### config.mk
export PLATFORM = sky130hd
export DESIGN_NAME = fbuf_top
export DESIGN_NICKNAME = d
export VERILOG_FILES = /design/src/rtl/fb_pkg.sv /design/src/rtl/fb_find.sv /design/src/rtl/fb_lru.sv /design/src/rtl/fbuf_top.sv
export SDC_FILE = /design/constraint.sdc
export NUM_CORES = 1
export LEC_CHECK = 0
export BUFFER_PORTS_ARGS = -buffer_cell sky130_fd_sc_hd__buf_4
export CAP_MARGIN = 40
export CELL_PAD_IN_SITES_DETAIL_PLACEMENT = 0
export CELL_PAD_IN_SITES_GLOBAL_PLACEMENT = 1
export CORE_ASPECT_RATIO = 1.2
export CORE_MARGIN = 3
export CORE_UTILIZATION = 33
export DETAILED_ROUTE_END_ITERATION = 8
export PLACE_DENSITY_LB_ADDON = 0.1
export RECOVER_POWER = 50
export SYNTH_ARGS = -nofsm -noshare
export SYNTH_HDL_FRONTEND = slang
export SYNTH_SLANG_ARGS = --single-unit
### constraint.sdc
create_clock -name clk -period 13.15 [get_ports clk]
set_input_delay 1.9725 -clock clk [delete_from_list [all_inputs] [get_ports clk]]
set_output_delay 1.9725 -clock clk [all_outputs]
set_load 0.005 [all_outputs]
### src/rtl/fb_pkg.sv
// Package: shared types for the fetch buffer.
package fb_pkg;
    // Source of the word returned by a completion
    typedef enum logic [1:0] {
        CP_IDLE   = 2'd0,
        CP_BYPASS = 2'd1,
        CP_SHARED = 2'd2,
        CP_MISS   = 2'd3
    } cmp_path_e;
endpackage

### src/rtl/fb_find.sv
// fb_find: priority encoder. Reports whether any request bit is set and
// the index of the lowest one. Assumes N >= 2.
module fb_find #(
    parameter int N = 4,
    localparam int IW = $clog2(N)
) (
    input  logic [N-1:0]  req,
    output logic          hit,
    output logic [IW-1:0] idx
);
    // Scan from the top so the lowest set bit wins
    always_comb begin
        hit = 1'b0;
        idx = '0;
        for (int i = N - 1; i >= 0; i--) begin
            if (req[i]) begin
                hit = 1'b1;
                idx = IW'(i);
            end
        end
    end
endmodule

### src/rtl/fb_lru.sv
// fb_lru: recency ranks over all entries (0 = least recent). A touch moves
// one entry to the top rank. The victim is the candidate with the lowest
// rank. Ranks always form a permutation of 0..N-1.
module fb_lru #(
    parameter int N = 4,
    localparam int IW = $clog2(N)
) (
    input  logic          clk,
    input  logic          rst_n,
    input  logic          touch,
    input  logic [IW-1:0] touch_idx,
    input  logic [N-1:0]  cand,
    output logic          vic_hit,
    output logic [IW-1:0] vic_idx
);
    logic [IW-1:0] rank_q [N];

    // Rank update: the touched entry goes to the top, those above it shift down
    always_ff @(posedge clk) begin
        if (!rst_n) begin
            for (int i = 0; i < N; i++) rank_q[i] <= IW'(i);
        end else if (touch) begin
            for (int i = 0; i < N; i++) begin
                if (IW'(i) == touch_idx)
                    rank_q[i] <= IW'(N - 1);
                else if (rank_q[i] > rank_q[touch_idx])
                    rank_q[i] <= rank_q[i] - 1'b1;
            end
        end
    end

    // Victim selection: lowest rank among the candidates
    always_comb begin
        logic [IW-1:0] best;
        best    = '1;
        vic_hit = 1'b0;
        vic_idx = '0;
        for (int i = 0; i < N; i++) begin
            if (cand[i] && (!vic_hit || rank_q[i] < best)) begin
                vic_hit = 1'b1;
                vic_idx = IW'(i);
                best    = rank_q[i];
            end
        end
    end
endmodule

### src/rtl/fbuf_top.sv
// fbuf_top: reference-counted instruction fetch buffer.
// Entries are either in flight (read issued) or held (moved in at completion).
// Assumes: one of squash/complete/start acts per cycle (in that priority), the
// memory returns whole blocks tagged like the request, and BLK_BYTES > INSN_BYTES.
module fbuf_top
    import fb_pkg::*;
#(
    parameter int ASID_W     = 4,
    parameter int ADDR_W     = 16,
    parameter int BLK_BYTES  = 16,
    parameter int INSN_BYTES = 4,
    parameter int CAP        = 2,
    parameter int CNT_W      = 4,
    localparam int NE     = 2 * CAP,
    localparam int IW     = $clog2(NE),
    localparam int OFF_W  = $clog2(BLK_BYTES),
    localparam int IB_W   = $clog2(INSN_BYTES),
    localparam int TAG_W  = ADDR_W - OFF_W,
    localparam int BLK_W  = BLK_BYTES * 8,
    localparam int WORD_W = INSN_BYTES * 8,
    localparam int WIX_W  = OFF_W - IB_W
) (
    input  logic              clk,
    input  logic              rst_n,
    input  logic              init_valid,
    input  logic [ASID_W-1:0] init_asid,
    input  logic [ADDR_W-1:0] init_addr,
    input  logic              init_fault,
    output logic              init_ok,
    output logic              init_shared,
    output logic              mem_rd_valid,
    output logic [ASID_W-1:0] mem_rd_asid,
    output logic [ADDR_W-1:0] mem_rd_addr,
    input  logic              mem_blocked,
    input  logic              fill_valid,
    input  logic [ASID_W-1:0] fill_asid,
    input  logic [ADDR_W-1:0] fill_addr,
    input  logic [BLK_W-1:0]  fill_data,
    input  logic              cmp_valid,
    input  logic [ASID_W-1:0] cmp_asid,
    input  logic [ADDR_W-1:0] cmp_addr,
    input  logic              cmp_shared,
    input  logic              cmp_fault,
    output logic              cmp_done,
    output logic [WORD_W-1:0] cmp_word,
    input  logic              sq_valid,
    input  logic [ASID_W-1:0] sq_asid,
    input  logic [ADDR_W-1:0] sq_addr,
    input  logic              flush,
    output logic              err_underflow
);
    // Entry state
    logic [NE-1:0]     pend_q, res_q, vld_q;
    logic [ASID_W-1:0] asid_q [NE];
    logic [TAG_W-1:0]  tag_q  [NE];
    logic [CNT_W-1:0]  cnt_q  [NE];
    logic [BLK_W-1:0]  data_q [NE];
    logic              err_q;

    logic [TAG_W-1:0] init_tag, cmp_tag, sq_tag, fill_tag;
    assign init_tag = init_addr[ADDR_W-1:OFF_W];
    assign cmp_tag  = cmp_addr[ADDR_W-1:OFF_W];
    assign sq_tag   = sq_addr[ADDR_W-1:OFF_W];
    assign fill_tag = fill_addr[ADDR_W-1:OFF_W];

    // Per-entry tag comparisons
    logic [NE-1:0] ip_m, ir_m, cp_m, cr_m, sp_m, sr_m, fp_m, nz_m;
    for (genvar g = 0; g < NE; g++) begin : g_cmp
        logic ie, ce, se, fe;
        assign ie = (asid_q[g] == init_asid) && (tag_q[g] == init_tag);
        assign ce = (asid_q[g] == cmp_asid)  && (tag_q[g] == cmp_tag);
        assign se = (asid_q[g] == sq_asid)   && (tag_q[g] == sq_tag);
        assign fe = (asid_q[g] == fill_asid) && (tag_q[g] == fill_tag);
        assign ip_m[g] = pend_q[g] && ie;
        assign ir_m[g] = res_q[g]  && ie;
        assign cp_m[g] = pend_q[g] && ce;
        assign cr_m[g] = res_q[g]  && ce;
        assign sp_m[g] = pend_q[g] && se;
        assign sr_m[g] = res_q[g]  && se;
        assign fp_m[g] = pend_q[g] && fe;
        assign nz_m[g] = (cnt_q[g] != '0);
    end

    logic          ip_hit, ir_hit, cp_hit, cr_hit, sp_hit, sr_hit, fp_hit, fr_hit;
    logic [IW-1:0] ip_idx, ir_idx, cp_idx, cr_idx, sp_idx, sr_idx, fp_idx, fr_idx;
    fb_find #(.N(NE)) u_ip (.req(ip_m), .hit(ip_hit), .idx(ip_idx));
    fb_find #(.N(NE)) u_ir (.req(ir_m), .hit(ir_hit), .idx(ir_idx));
    fb_find #(.N(NE)) u_cp (.req(cp_m), .hit(cp_hit), .idx(cp_idx));
    fb_find #(.N(NE)) u_cr (.req(cr_m), .hit(cr_hit), .idx(cr_idx));
    fb_find #(.N(NE)) u_sp (.req(sp_m), .hit(sp_hit), .idx(sp_idx));
    fb_find #(.N(NE)) u_sr (.req(sr_m), .hit(sr_hit), .idx(sr_idx));
    fb_find #(.N(NE)) u_fp (.req(fp_m), .hit(fp_hit), .idx(fp_idx));
    fb_find #(.N(NE)) u_fr (.req(~(pend_q | res_q)), .hit(fr_hit), .idx(fr_idx));

    logic          touch_en, vic_hit;
    logic [IW-1:0] touch_idx, vic_idx;
    fb_lru #(.N(NE)) u_lru (
        .clk(clk), .rst_n(rst_n), .touch(touch_en), .touch_idx(touch_idx),
        .cand(res_q & ~nz_m), .vic_hit(vic_hit), .vic_idx(vic_idx)
    );

    // Occupancy: in-flight entries plus held entries with waiters
    logic [IW:0] occ, res_cnt;
    always_comb begin
        occ     = '0;
        res_cnt = '0;
        for (int i = 0; i < NE; i++) begin
            occ     = occ + (IW+1)'(pend_q[i] || (res_q[i] && nz_m[i]));
            res_cnt = res_cnt + (IW+1)'(res_q[i]);
        end
    end

    logic init_act, cmp_act, sq_act;
    assign sq_act   = sq_valid && !flush;
    assign cmp_act  = cmp_valid && !sq_valid && !flush;
    assign init_act = init_valid && !cmp_valid && !sq_valid && !flush;

    // Start path: in-flight search first, then held search under capacity
    logic inc_en, alloc_en;
    logic [IW-1:0] inc_idx;
    always_comb begin
        init_ok = 1'b0; init_shared = 1'b0; inc_en = 1'b0; alloc_en = 1'b0;
        inc_idx = ip_idx;
        if (init_act && !mem_blocked) begin
            if (init_fault) begin
                init_ok = 1'b1;
            end else if (ip_hit) begin
                init_ok = 1'b1; init_shared = 1'b1; inc_en = 1'b1;
            end else if (occ < (IW+1)'(CAP)) begin
                if (ir_hit) begin
                    init_ok = 1'b1; init_shared = 1'b1; inc_en = 1'b1; inc_idx = ir_idx;
                end else if (fr_hit) begin
                    init_ok = 1'b1; alloc_en = 1'b1;
                end
            end
        end
    end
    assign mem_rd_valid = alloc_en;
    assign mem_rd_asid  = init_asid;
    assign mem_rd_addr  = {init_tag, OFF_W'(0)};

    // Completion and squash path: choose entry, waiter decrement, eviction
    cmp_path_e     path;
    logic          dec_en, dec_free, evict_en, promote_en;
    logic [IW-1:0] dec_idx;
    always_comb begin
        path = CP_IDLE; dec_en = 1'b0; dec_free = 1'b0; dec_idx = cr_idx;
        evict_en = 1'b0; promote_en = 1'b0;
        if (sq_act) begin
            if (sr_hit) begin
                dec_en = 1'b1; dec_idx = sr_idx;
            end else if (sp_hit) begin
                dec_en = 1'b1; dec_idx = sp_idx; dec_free = 1'b1;
            end
        end else if (cmp_act) begin
            if (cmp_fault) begin
                path = CP_BYPASS;
            end else if (cmp_shared) begin
                if (cr_hit) begin
                    path = CP_SHARED; dec_en = 1'b1; dec_idx = cr_idx;
                end
            end else if (cp_hit && vld_q[cp_idx]) begin
                if (res_cnt < (IW+1)'(CAP) || vic_hit) begin
                    path = CP_MISS; dec_en = 1'b1; dec_idx = cp_idx; promote_en = 1'b1;
                    evict_en = (res_cnt >= (IW+1)'(CAP));
                end
            end
        end
    end
    assign touch_en  = (path == CP_SHARED) || (path == CP_MISS);
    assign touch_idx = dec_idx;
    assign cmp_done  = (path != CP_IDLE);

    // Word select from the completing entry
    logic [WIX_W-1:0] widx;
    assign widx = cmp_addr[OFF_W-1:IB_W];
    always_comb begin
        cmp_word = '0;
        if (touch_en) cmp_word = data_q[dec_idx][widx*WORD_W +: WORD_W];
    end

    // Entry state update
    always_ff @(posedge clk) begin
        if (!rst_n) begin
            pend_q <= '0; res_q <= '0; vld_q <= '0; err_q <= 1'b0;
            for (int i = 0; i < NE; i++) begin
                asid_q[i] <= '0; tag_q[i] <= '0; cnt_q[i] <= '0;
            end
        end else if (flush) begin
            pend_q <= '0; res_q <= '0; vld_q <= '0;
        end else begin
            if (fill_valid && fp_hit) begin
                data_q[fp_idx] <= fill_data;
                vld_q[fp_idx]  <= 1'b1;
            end
            if (alloc_en) begin
                pend_q[fr_idx] <= 1'b1; vld_q[fr_idx] <= 1'b0;
                asid_q[fr_idx] <= init_asid; tag_q[fr_idx] <= init_tag;
                cnt_q[fr_idx]  <= CNT_W'(1);
            end
            if (inc_en) cnt_q[inc_idx] <= cnt_q[inc_idx] + 1'b1;
            if (evict_en) res_q[vic_idx] <= 1'b0;
            if (promote_en) begin
                pend_q[cp_idx] <= 1'b0; res_q[cp_idx] <= 1'b1;
            end
            if (dec_en) begin
                if (cnt_q[dec_idx] == '0) begin
                    err_q <= 1'b1;
                end else begin
                    cnt_q[dec_idx] <= cnt_q[dec_idx] - 1'b1;
                    if (dec_free && cnt_q[dec_idx] == CNT_W'(1)) pend_q[dec_idx] <= 1'b0;
                end
            end
        end
    end
    assign err_underflow = err_q;
endmodule

==> impl_metrics.yaml <==
sta:
  fin_skew_ps: 19.4
  holdWs_ps: 482
  rsz0062_at_grt: "false"
  slew_violations: 325
  slew_headroom_pct: -508
  hold_violations: 0
  finalCritPeriodShare_pct: 76.7
  setup_viol: 0
  finalCriticalPeriod_ps: 10090
  fin_tns_setup_ps: 0
  fmax_mhz: 99.1
  worstMarginPinSlew_ps: 9110
critical_path:
  startpoint: "fill_addr[10]"
  worstPathCellList: "clkbuf_1 -> xor2_1 -> nor4_1 -> nand4_1 -> nor3_1 -> nor2b_1 -> nand4_1 -> nor2_4 -> clkbuf_1"
  cpPeakStageDelay_ps: 6270
  r2r_slack_ps: 4040
  crit_path_end_kind: "flop"
  crit_path_start_kind: "input pin"
  reg2reg_to: "data_q[3][119]"
  cp_slowest_cell: "clkbuf_1"
  worstSetupPathType: "input pin to flop"
  endpoint: "data_q[3][119]"
  cp.arrival_ps: 10000
  worst-r2r-cell-count: 7
  r2r_start: "tag_q[3][1]"
  required_ps: 13070
  path_max_fanout: 128
cts:
  clk_latency_ps: 600
  htreeDepth: 3
  cts-resized-gates: 0
  cts_tree: "built"
  cts_buffer_depth: 3
  cts_setup_buffers: 0
  cts_hold_buf: 0
  numCtsBuffers: 68
  ctsRootBufferMaster: "clkbuf_16"
  cts.sinks: 613
  clkTransAtPathRegs_ps: 60
floorplan:
  fp.dieH_um: 332
  core_mm2: 0.0870
  start_util_pct: 33.5
  dieArea_mm2: 0.0920
  rows: 118
  die_x_um: 277
  ioPinCount: 276
yosys:
  synth_edf_count: 600
  syn-instance-count: 1938
  yosys.area.top_type_share_pct: 61.8
  synth_top_cell_by_area: "edfxtp_1"
  ys_ff_latch: 613
  async_flop_share_pct: 0
  ys_types: 85
  synth_area_per_cell_um2: 15.0
  ys.warnings.count: 0
  synth_area_leaders: "edfxtp_1 (62%), mux2i_1 (9.4%), xnor2_1 (5.8%)"
  synthFlopType: "edfxtp_1"
  yosysSeqAreaShare_pct: 62.7
  synth_commonest_cells: "edfxtp_1 (600), mux2i_1 (274), xnor2_1 (193)"
  synth_most_common_cell: "edfxtp_1"
  synth_area_mm2: 0.0292
drt:
  ant_nets: 0
  vias: 16951
  drtIter0Drc: 974
  dr.pass1.iters: 5
  wl_per_cell_um: 24.8
  vias_per_cell: 5.07
  drc: 0
  wl_mm: 82.8
grt:
  antenna_found_initial: 17
  grt.total_usage_pct: 17.8
  grt_pass1_vias: 17958
  gr-total-overflow: 0
  grt_first_pass_wirelength_mm: 121
  grt_max_degree: 133
finish:
  num-fill-cells: 8181
  nets: 2379
  fin_util_pct: 38.9
  drive_gt1_share_pct: 16.2
  design_area_mm2: 0.0338
  area_delta_synth_final_pct: 16.0
placed_design:
  postPlaceCellArea_mm2: 0.0321
  place_hpwl_mm: 55.5
  gp_congestion: 0.878
  port_buffers: 257
status:
  violations: "max-capacitance violations, max-slew violations"
  status: "finished, violations left"
pwr:
  p_leak_nw: 11.0
  peakVddDrop_v: 0.0000910
  p_total_w: 0.00438
  power_density_mw_per_mm2: 130
min_path:
  hold_class: "flop to flop"
run:
  cap_violations: 4
==> power by group <==
group          internal, W  switching [W]
clock              0.00119       0.000755
sequential         0.00215      0.0000223
combinational     0.000119       0.000149
total              0.00346       0.000927
==> metrics by stage <==
stage                     worst slack, ps  instances
after global routing                 2380       3338
after floorplan                      1060       1941
after detailed placement             4030       3218
after CTS                            4030       3336
after global placement               3840       3205
final                                3060       3343
==> cell usage in the layout (no fill, tap or decap), types with 5 or more instances in the layout <==
master     synthesis  final
nor4_1            25     25
o211ai_1           9      9
diode_2            0      7
and3_1            22     22
nand4_1           52     52
o21ai_0           17     15
clkbuf_1          84    147
and2_1             9      9
dfxtp_1           13     13
edfxtp_1         600    600
o21bai_1           5      5
a21oi_1           33     33
nor2_1            89     87
mux4_2            64     64
nand3_1           18     18
nand2b_1           9      8
a31oi_1            8      8
bufinv_16          0     11
a211oi_1           8      8
o21ai_1            5      5
nand2_1           56     55
ha_1              10     10
buf_4             27    143
nor3_1            15     15
clkinv_1           0      8
mux2i_1          274    274
clkbuf_16          0     69
nor2b_1           11     11
o21a_1             5      5
xnor2_1          193    193
clkinv_2           0      7
inv_1             39     39
o22ai_1           37     37
xor2_1            65     65
==> sequential cells by signal (all words and copies together) (netlist names) <==
signal,count
pend_q,4
u_lru.rank_q,8
tag_q,48
data_q,512
res_q,4
asid_q,16
vld_q,4
cnt_q,16
err_underflow,1
==> how the worst min path moves through the flow <==
stage,start,end,slack (ps),cells past startpoint
floorplan,vld_q[3],vld_q[3],440,2
global placement,vld_q[3],vld_q[3],460,2
detailed placement,vld_q[3],vld_q[3],470,2
CTS,vld_q[3],vld_q[3],480,2
global route,vld_q[3],vld_q[3],510,2
finish,vld_q[3],vld_q[3],480,2
==> kinds of logic (layout without fill, tap and decap cells) <==
group | after synthesis | count (layout) | synth area share (%)
xor+xnor | 258 | 258 | 7.75
buf+inv | 196 | 451 | 3.71
fa+ha+maj | 15 | 15 | 0.674
mux | 343 | 343 | 14.6
simple gates | 319 | 319 | 5.67
other cells | 1 | 11 | 0.0129
compound gates | 193 | 193 | 4.95
flops | 613 | 613 | 62.7
==> critical path, delay by kind of cell <==
family                 cells  cell delay (ps)
AND/OR/NAND/NOR            6              930
XOR/XNOR                   1              320
buffers and inverters      2             6570
==> layer usage <==
layer	up-vias	global-route usage (%)	part of all wire (%)
li1	7815	-	-
met1	8569	22.1	41
met2	436	30.6	50
met3	119	4.10	6.0
met4	12	5.55	2.5
met5	-	0	0.12
==> cell type report <==
cell class                      instances  area (µm²)  share of cell area, %
Clock buffer                           84        1790                   5.30
Inverter                               40         150                  0.444
Clock inverter                         34         477                   1.41
Tap cell                             1140        1430                   4.22
Multi-Input combinational cell       1132        9850                   29.1
Timing Repair Buffer                  293        1830                   5.40
Sequential cell                       613       18300                   54.0
Antenna cell                            7        17.5                 0.0518
Note: power is estimated with default switching activity, not from simulation.
